File: src/rtl/hdr_lut_parser.sv
module hdr_lut_parser #(
  parameter int IDX_W       = 32,
  parameter int OFF_W       = 32,
  parameter int CNT_W       = 16,
  parameter int FIELD_W     = 22,
  parameter int FRAME_BYTES = 16,
  parameter int REC_BYTES   = 9,
  parameter int OFF_HLEN    = 24,
  parameter int OFF_NCOMP   = 55,
  parameter int MIN_HLEN    = 26,
  parameter logic [7:0] ID_STREAM = 8'd8,
  parameter logic [7:0] ID_SIZES  = 8'd5
) (
  input  logic                                          clk,
  input  logic                                          rst_n,
  input  logic                                          in_valid,
  input  logic [IDX_W-1:0]                              in_idx,
  input  logic [7:0]                                    in_byte,
  output logic [OFF_W-1:0]                              skip_len,
  output logic [CNT_W+FIELD_W+$clog2(FRAME_BYTES)-1:0]  data_size,
  output logic                                          done,
  output logic                                          err
);
  localparam int FSH       = $clog2(FRAME_BYTES);
  localparam int SUM_W     = CNT_W + FIELD_W;
  localparam int BUF_W     = FIELD_W + 8;
  localparam int BC_W      = $clog2(BUF_W + 1);
  localparam int OFF_BYTES = OFF_W / 8;
  localparam int RP_W      = $clog2(OFF_BYTES + 1);

  typedef enum logic [2:0] {S_LEN, S_NREC, S_REC, S_SIZE, S_END} st_t;

  st_t              state;
  logic [IDX_W-1:0] need;
  logic [7:0]       hlen, rec_left, rec_id;
  logic [RP_W-1:0]  rec_pos;
  logic [OFF_W-1:0] rec_val, bs_off, sz_off;
  logic             got_bs, got_sz, cnt_lo_ok, cnt_ok;
  logic [CNT_W-1:0] ncomp, nfield;
  logic [BUF_W-1:0] bitbuf;
  logic [BC_W-1:0]  bcnt;
  logic [SUM_W-1:0] sum;
  logic             done_q, err_q;

  wire restart = in_valid && (in_idx == '0);
  wire active  = (state != S_END);
  wire hit     = in_valid && active && (in_idx == need);
  wire miss    = in_valid && active && (in_idx > need);

  wire [OFF_W-1:0] full   = {in_byte, rec_val[OFF_W-1:8]};
  wire             is_bs  = (rec_id == ID_STREAM) && (full != '0);
  wire             is_sz  = (rec_id == ID_SIZES) && (full != '0);
  wire             nb_bs  = got_bs | is_bs;
  wire             nb_sz  = got_sz | is_sz;
  wire [OFF_W-1:0] new_sz = is_sz ? full : sz_off;

  wire [BUF_W-1:0] comb = bitbuf | (BUF_W'(in_byte) << bcnt);
  wire [BC_W-1:0]  c2   = bcnt + BC_W'(8);
  wire             emit = (c2 >= BC_W'(FIELD_W));

  assign skip_len  = bs_off;
  assign data_size = {sum, {FSH{1'b0}}};
  assign done      = done_q;
  assign err       = err_q;

  always_ff @(posedge clk or negedge rst_n) begin
    if (!rst_n) begin
      state <= S_LEN;  need <= IDX_W'(OFF_HLEN);
      hlen <= '0;  rec_left <= '0;  rec_id <= '0;  rec_pos <= '0;  rec_val <= '0;
      bs_off <= '0;  sz_off <= '0;  got_bs <= 1'b0;  got_sz <= 1'b0;
      cnt_lo_ok <= 1'b0;  cnt_ok <= 1'b0;  ncomp <= '0;  nfield <= '0;
      bitbuf <= '0;  bcnt <= '0;  sum <= '0;  done_q <= 1'b0;  err_q <= 1'b0;
    end else if (restart) begin
      state <= S_LEN;  need <= IDX_W'(OFF_HLEN);
      rec_pos <= '0;  bs_off <= '0;  sz_off <= '0;  got_bs <= 1'b0;  got_sz <= 1'b0;
      cnt_lo_ok <= 1'b0;  cnt_ok <= 1'b0;  nfield <= '0;
      bitbuf <= '0;  bcnt <= '0;  sum <= '0;  done_q <= 1'b0;  err_q <= 1'b0;
    end else begin
      done_q <= 1'b0;
      if (in_valid && in_idx == IDX_W'(OFF_NCOMP)) begin
        ncomp[7:0] <= in_byte;
        cnt_lo_ok  <= 1'b1;
      end
      if (in_valid && in_idx == IDX_W'(OFF_NCOMP + 1)) begin
        ncomp[CNT_W-1:8] <= in_byte[CNT_W-9:0];
        cnt_ok           <= cnt_lo_ok;
      end
      if (miss) begin
        err_q <= 1'b1;
        state <= S_END;
      end else if (hit) begin
        case (state)
          S_LEN: begin
            hlen <= in_byte;
            if (in_byte < 8'(MIN_HLEN)) begin
              err_q <= 1'b1;  state <= S_END;
            end else begin
              need  <= IDX_W'(in_byte) - IDX_W'(1);
              state <= S_NREC;
            end
          end
          S_NREC: begin
            if (in_byte == '0) begin
              err_q <= 1'b1;  state <= S_END;
            end else begin
              rec_left <= in_byte;
              rec_pos  <= '0;
              need     <= IDX_W'(hlen);
              state    <= S_REC;
            end
          end
          S_REC: begin
            if (rec_pos == '0) begin
              rec_id  <= in_byte;
              rec_pos <= RP_W'(1);
              need    <= need + IDX_W'(1);
            end else if (rec_pos < RP_W'(OFF_BYTES)) begin
              rec_val <= full;
              rec_pos <= rec_pos + RP_W'(1);
              need    <= need + IDX_W'(1);
            end else begin
              if (is_bs) begin bs_off <= full;  got_bs <= 1'b1; end
              if (is_sz) begin sz_off <= full;  got_sz <= 1'b1; end
              rec_pos <= '0;
              if (nb_bs && nb_sz) begin
                if (IDX_W'(new_sz) <= in_idx) begin
                  err_q <= 1'b1;  state <= S_END;
                end else if (cnt_ok && ncomp == '0) begin
                  done_q <= 1'b1;  state <= S_END;
                end else begin
                  need  <= IDX_W'(new_sz);
                  state <= S_SIZE;
                end
              end else if (rec_left == 8'd1) begin
                err_q <= 1'b1;  state <= S_END;
              end else begin
                rec_left <= rec_left - 8'd1;
                need     <= need + IDX_W'(REC_BYTES - OFF_BYTES);
              end
            end
          end
          S_SIZE: begin
            if (!cnt_ok) begin
              err_q <= 1'b1;  state <= S_END;
            end else begin
              need <= need + IDX_W'(1);
              if (emit) begin
                sum    <= sum + SUM_W'(comb[FIELD_W-1:0]);
                bitbuf <= comb >> FIELD_W;
                bcnt   <= c2 - BC_W'(FIELD_W);
                nfield <= nfield + CNT_W'(1);
                if (nfield + CNT_W'(1) == ncomp) begin
                  done_q <= 1'b1;  state <= S_END;
                end
              end else begin
                bitbuf <= comb;
                bcnt   <= c2;
              end
            end
          end
          default: ;
        endcase
      end else if (state == S_SIZE && cnt_ok && nfield == ncomp) begin
        done_q <= 1'b1;
        state  <= S_END;
      end
    end
  end

  p_excl_r11: assert property (@(posedge clk) disable iff (!rst_n) !(done_q && err_q));
  p_pulse_r8: assert property (@(posedge clk) disable iff (!rst_n) done_q |=> !done_q);
  p_err_hold_r11: assert property (@(posedge clk) disable iff (!rst_n)
    (err_q && !restart) |=> err_q);
  p_hold_after_done_r11: assert property (@(posedge clk) disable iff (!rst_n)
    (state == S_END && !err_q && !restart) |=> ($stable(data_size) && $stable(skip_len)));
  p_buf_bound_r7: assert property (@(posedge clk) disable iff (!rst_n)
    (state == S_SIZE) |-> (bcnt < BC_W'(FIELD_W)));
  p_field_count_r7: assert property (@(posedge clk) disable iff (!rst_n)
    (state == S_SIZE && cnt_ok) |-> (nfield <= ncomp));
  p_gap_r9: assert property (@(posedge clk) disable iff (!rst_n)
    (in_valid && !restart && (state == S_LEN || state == S_NREC || state == S_REC) && in_idx > need)
    |=> err_q);
  p_restart_r10: assert property (@(posedge clk) disable iff (!rst_n)
    restart |=> (!err_q && !done_q && sum == '0));
endmodule

File: config.mk
export PLATFORM = sky130hd
export DESIGN_NAME = hdr_lut_parser
export DESIGN_NICKNAME = d
export VERILOG_FILES = /design/src/rtl/hdr_lut_parser.sv
export SDC_FILE = /design/constraint.sdc
export NUM_CORES = 1
export LEC_CHECK = 0
export BUFFER_PORTS_ARGS = -buffer_cell sky130_fd_sc_hd__buf_2
export CORE_UTILIZATION = 40
export CTS_CLUSTER_SIZE = 8
export DETAILED_ROUTE_END_ITERATION = 7
export GPL_ROUTABILITY_DRIVEN = 0
export GPL_TIMING_DRIVEN = 0
export PLACE_DENSITY_LB_ADDON = 0.15
export REMOVE_ABC_BUFFERS = 1
export SLEW_MARGIN = 40
export SYNTH_ARGS = -nofsm -noshare
export SYNTH_HDL_FRONTEND = slang
export SYNTH_SLANG_ARGS = --single-unit
File: constraint.sdc
create_clock -name clk -period 5 [get_ports clk]
set_input_delay 0.5 -clock clk [delete_from_list [all_inputs] [get_ports clk]]
set_output_delay 0.5 -clock clk [all_outputs]
set_load 0.05 [all_outputs]
==> flow_summary.json, run 1 <==
{
  "outcome": "finished clean",
  "fp.dieH_um": 214,
  "timing.fmax_mhz": 207,
  "setup_viol": 0,
  "antenna_found_initial": 0,
  "fin_skew_ns": 0.0430,
  "finalInstanceArea_um2": 20500,
  "fp.dieW_um": 214,
  "ys_seq_elements": 260,
  "diodes": 0,
  "yosys.area.top_type": "dfrtp_1",
  "ctsRootBufferMaster": "clkbuf_16",
  "area_growth_pct": 13.9,
  "critPathSlowestCell": "mux2i_1",
  "fin_cells": 2801,
  "numCtsBuffers": 38,
  "dp_cells": 2734,
  "drive_gt1_frac": 0.161,
  "drt_iter0_drc": 1160,
  "timing.critical_path.buf_inv": 2,
  "synthCells": 2119,
  "via_per_inst": 5.84,
  "worst_pin_slew_ns": 0.865,
  "synth_cell_types": 103,
  "wirelength_mm": 58.8,
  "critPathCaptureType": "register",
  "cp.arrival_ns": 5.25,
  "p_total_mw": 4.80,
  "nFillCells": 4373,
  "num_vias": 16400,
  "clock_path_buffers": 3,
  "finalCritPeriodShare": 0.966,
  "cp_common_cell": "a21o_1",
  "ioPinCount": 119,
  "multiInputGateArea_um2": 10800,
  "crit_type": "reg2reg",
  "grt_start_max_net_pins": 64,
  "slew_headroom": 0.423,
  "synthFlopType": "dfrtp_1",
  "place_worst_setup_slack_ns": -0.777,
  "leakagePower_nw": 9.36,
  "drcViolationCount": 0,
  "netlist_area_um2": 18000,
  "seq_area_um2": 6510,
  "fp.coreArea_um2": 44300,
  "layout_commonest_cell": "nand2_1",
  "port-buffer-count": 114,
  "hp-start": "in_byte[4]",
  "rr_startpoint": "rec_val[10]",
  "first_global_vias": 15900,
  "utilization": 0.464,
  "ir_drop_v": 0.000232,
  "wl_per_cell_um": 21.0,
  "whs_ns": 0.402,
  "synth_top_area_share": 0.358,
  "grt-ovfl-total": 0,
  "maxCapViolCount": 0,
  "ys_async_sr_fraction": 1.00,
  "num_rows": 77,
  "max_stage_delay_ns": 0.59,
  "grt.total_usage": 0.255,
  "dieArea_um2": 46000,
  "layout_common_cells": "283 x nand2_1, 257 x dfrtp_1, 210 x a21oi_1, 173 x nor2_1, 119 x buf_2",
  "cts.sinks": 260,
  "fin_tns_setup_ns": 0,
  "layout_min_cycle_time_ns": 4.83,
  "setup_ws_ns": 0.170,
  "required_ns": 5.42,
  "start_util": 0.407,
  "avgSynthCellArea_um2": 8.52,
  "powerDensity_nw_per_um2": 234,
  "ys_seq_area_frac": 0.361,
  "ant_nets": 0,
  "cts_tree": "done",
  "post-dp-hpwl_mm": 42.1,
  "nNetsFinal": 2330,
  "crit_fanout": 16,
  "clock_latency_ns": 0.57,
  "yosysWarnings": 0,
  "firstDrtPassIters": 7,
  "hold_viol_final": 0,
  "crit_path_start": "rec_val[10]",
  "startpoint_type": "register",
  "grt_pass1_wl_mm": 92.8,
  "drv_slew": 0,
  "hold_class": "in2reg",
  "htree_levels": 2,
  "synth_edf_count": 0,
  "cts.reportedPaths.clkPinSlew_ns": 0.06,
  "crit_chain": "nor4_1 -> nand4_1 -> o31ai_4 -> nor2_4 -> mux2i_1 -> inv_1 -> ha_1 -> a21o_1 -> a21o_1 -> a221oi_1 -> o31ai_2 -> a22oi_2 -> o221ai_2 -> a21oi_4 -> buf_8 -> mux2_4",
  "synthTopCellsByArea": "dfrtp_1 36%, ha_1 6.7%, nand2_1 5.9%",
  "placed_area_um2": 19400,
  "crit_family": "compound AO/OA/AOI/OAI gates"
}
## metal layers
layer	track usage	part of all wire
met5	0	0
met4	0.137	0.054
met3	0.0352	0.056
met2	0.409	0.46
met1	0.334	0.43
## flip-flops by register name (all words and copies together), names as in the netlist, 4 cells and up
register,flops
bcnt,4
ncomp,16
bitbuf,30
skip_len,32
sz_off,32
rec_val,24
hlen,8
rec_left,8
rec_id,8
need,32
sum,38
nfield,16
## worst min-delay path: stages
cell and delay, ns:
buf_2 0.23, nand2_1 0.11, a21oi_1 0.06
## final cells by class
class / instances / area share
sequential: 260 / 0.317
inverter: 106 / 0.0194
clock buffer: 57 / 0.0502
clock inverter: 3 / 0.00164
timing repair buffer: 145 / 0.0495
tap: 592 / 0.0361
multi-input combinational: 1638 / 0.526
## synth_stat cells, types with 5 or more instances
cell type and count:
a211oi_1 28, a21oi_1 210, nand4b_1 6, a311oi_1 6, xor2_1 39, nor3b_1 6
a31oi_1 18, a21o_1 40, and2_1 7, inv_1 105, buf_1 8, nand2b_1 13
o221ai_1 15, or3_1 13, a221oi_1 5, buf_2 22, nor4_1 28, nand3b_1 5
o21ai_1 29, mux2i_1 22, nor3_1 45, o211ai_1 15, clkbuf_1 77, nor2b_1 16
buf_4 8, dfrtp_1 258, and3_1 23, nand3_1 50, o22ai_1 19, ha_1 97
nor2_1 184, xnor2_1 71, o21a_1 7, and4_1 9, nand2_1 285, nand4_1 34
a21boi_0 9, o21ai_0 81, mux2_2 80, a211o_1 6, or2_2 9, a221o_1 6
## path summary, 6_finish.rpt
path	endpoint	slack, ns	depth (start not counted)
min	skip_len[28]	0.40	3
max	need[25]	0.17	16
max reg2reg	need[25]	0.17	16
min reg2reg	bitbuf[16]	0.48	2
max in group asynchronous	sum[35]	3.25	5
min in group asynchronous	sz_off[16]	0.41	2
## logic make-up after synthesis
logic type                 count (synthesis)  synth area share
xor gates and xnor gates                 110            0.0534
and+or+nand+nor                          765             0.206
adders and majority gates                 98            0.0684
DFF                                      260             0.361
muxes                                    107            0.0659
buffers and inverters                    224            0.0510
other                                      1          0.000208
AOI/OAI and AO/OA                        554             0.194
## where the power goes
group | internal [mW] | leakage (nW) | switching (mW)
logic | 0.0798 | 5.30 | 0.175
clock network | 1.41 | 0.513 | 0.994
registers | 2.11 | 3.54 | 0.0287
total | 3.60 | 9.36 | 1.20
## repair_timing
| action | in CTS | in global routing |
|---|---|---|
| endpoints found under the hold margin | 41 | 0 |
| pin swaps | 2 | 3 |
| endpoints found under the setup margin | 35 | 26 |
| setup buffers | 4 | 2 |
| hold buffers | 1 | 0 |
| resized for setup | 4 | 6 |
(Power assumes the default switching activity.)
==> run 2, diff against run 1 <==
clock period = 4.8 ns   (was 5 ns; I/O delays follow)
==> run 2 against run 1 <==
Against the previous run: combinational power rose by 4%; non-clock buffer count is 5 higher; cell area rose by 0.41%; clock power is 4% higher; sequential cell count unchanged; worst hold slack worse by 0.012 ns; first-iteration DRC count increased by 0.78%; sequential share of layout area is 0.10 points lower; sequential power increased by 4%; highest routed layer unchanged.
==> flow_summary.json, run 2 (synthesized netlist as in run 1, its figures left out) <==
{
  "setup_viol": 0,
  "utilization": 0.465,
  "timing.fmax_mhz": 214,
  "diodes": 0,
  "nNetsFinal": 2335,
  "fin_cells": 2806,
  "htree_levels": 2,
  "fin_skew_ns": 0.0430,
  "clkPwrFrac": 0.501,
  "powerDensity_nw_per_um2": 243,
  "antenna_found_initial": 0,
  "maxCapViolCount": 0,
  "critPathCaptureType": "register",
  "num_rows": 77,
  "num_vias": 16400,
  "fin_tns_setup_ns": 0,
  "seq_area_um2": 6520,
  "post-dp-hpwl_mm": 42.1,
  "crit_type": "reg2reg",
  "seq_power_share": 0.445,
  "outcome": "finished clean",
  "first_global_vias": 16000,
  "required_ns": 5.23,
  "drt_iter0_drc": 1169,
  "multiInputGateArea_um2": 10900,
  "grt_pass1_wl_mm": 93.1,
  "layout_common_cells": "283 x nand2_1, 253 x dfrtp_1, 210 x a21oi_1, 173 x nor2_1, 119 x buf_2",
  "hold_class": "in2async",
  "power.internal_mw": 3.75,
  "p_switching_mw": 1.25,
  "pwr-share-comb": 0.053,
  "ant_nets": 0,
  "crit_chain": "nor4_2 -> nand4_1 -> o31ai_4 -> nor2_4 -> buf_4 -> mux2i_1 -> inv_1 -> ha_1 -> nor2b_1 -> o211ai_1 -> a2111oi_0 -> a2111o_1 -> a22oi_2 -> o221ai_2 -> a21oi_4 -> buf_8 -> mux2_4",
  "drcViolationCount": 0,
  "cts.sinks": 260,
  "cts.reportedPaths.clkPinSlew_ns": 0.06,
  "via_per_inst": 5.83,
  "ir_drop_v": 0.000242,
  "firstDrtPassIters": 5,
  "layout_min_cycle_time_ns": 4.68,
  "ctsRootBufferMaster": "clkbuf_16",
  "fp.dieH_um": 214,
  "worst_pin_slew_ns": 0.869,
  "drv_slew": 0,
  "area_growth_pct": 14.3,
  "start_util": 0.407,
  "dieArea_um2": 46000,
  "clock_path_buffers": 3,
  "crit_fanout": 16,
  "regMostFlops": "sum",
  "wl_per_cell_um": 21.0,
  "nFillCells": 4359,
  "grt.total_usage": 0.256,
  "p_total_mw": 5.00,
  "wirelength_mm": 59.0,
  "switching_share": 0.250,
  "cp.arrival_ns": 5.10,
  "fp.coreArea_um2": 44300,
  "dp_cells": 2734,
  "grt_setup_unrepaired": "true",
  "layout_commonest_cell": "nand2_1",
  "fp.dieW_um": 214,
  "grt-ovfl-total": 0,
  "critPathSlowestCell": "dfrtp_1",
  "port-buffer-count": 114,
  "hold_viol_final": 0,
  "leakagePower_nw": 9.40,
  "drive_gt1_frac": 0.166,
  "largest_reg_flops": 38,
  "grt_start_max_net_pins": 64,
  "clock_latency_ns": 0.57,
  "slew_headroom": 0.420,
  "ioPinCount": 119,
  "startpoint_type": "register",
  "cts_tree": "done",
  "numCtsBuffers": 38,
  "max_stage_delay_ns": 0.49,
  "finalCritPeriodShare": 0.974
}
==> run 2: worst max-delay path: cells and delay by family (launching register included) <==
family	cells	cell delay, ns
compound gates	7	1.62
fa+ha+maj	1	0.31
buf+inv	3	0.49
flops	1	0.49
mux	2	0.79
simple gates	4	0.84
==> run 2: per-layer routing <==
layer | global-route usage | vias to the layer above | routed length (µm) | share of wire
met5 | 0 | - | 0 | 0
met4 | 0.142 | 0 | 3090 | 0.052
met3 | 0.0362 | 127 | 3300 | 0.056
met2 | 0.408 | 583 | 26900 | 0.46
met1 | 0.335 | 7919 | 25700 | 0.44
li1 | - | 7728 | - | -
==> run 2: area by class of cell <==
type                            instances  area share
Timing Repair Buffer                  150      0.0511
Sequential cell                       260       0.316
Clock buffer                           57      0.0500
Multi-Input combinational cell       1638       0.526
Tap cell                              592      0.0359
Inverter                              106      0.0193
Clock inverter                          3     0.00164
==> run 2: repair_timing <==
item / CTS / global route
buffers inserted: 6 / 5
endpoints found under the hold margin: 41 / 0
hold buffers: 1 / 0
pin swaps: 4 / 4
setup endpoints to repair: 37 / 26
resized for setup: 11 / 10
==> run 2: through the flow <==
stage          hold WS [ns]  area [µm²]  setup WS [ns]
2_1_floorplan         0.184       17500          -1.36
3_3_place_gp          0.458       18800          -5.05
3_5_place_dp          0.396       19400         -0.957
4_1_cts               0.369       20500         0.0623
5_1_grt               0.395       20600        -0.0534
6_report              0.389       20600          0.123
==> run 2: final timing paths <==
check / depth (start not counted) / start / end / slack (ns)
setup / recovery: 17 / rec_val[10] / need[25] / 0.12
hold / removal: 2 / rst_n / sz_off[16] / 0.39
min in group clk: 3 / in_byte[4] / skip_len[28] / 0.39
max in group asynchronous: 5 / rst_n / sum[35] / 3.07
hold reg to reg: 2 / bitbuf[16] / bitbuf[16] / 0.48
setup reg to reg: 17 / rec_val[10] / need[25] / 0.12
==> run 2: power groups by stage <==
stage	logic (mW)	registers [mW]	clock network, mW
floorplan	0.114	2.25	0
CTS	0.268	2.23	2.57
finish	0.266	2.23	2.51
detailed placement	0.265	2.26	0
global route	0.295	2.23	2.66
global placement	0.245	2.26	0
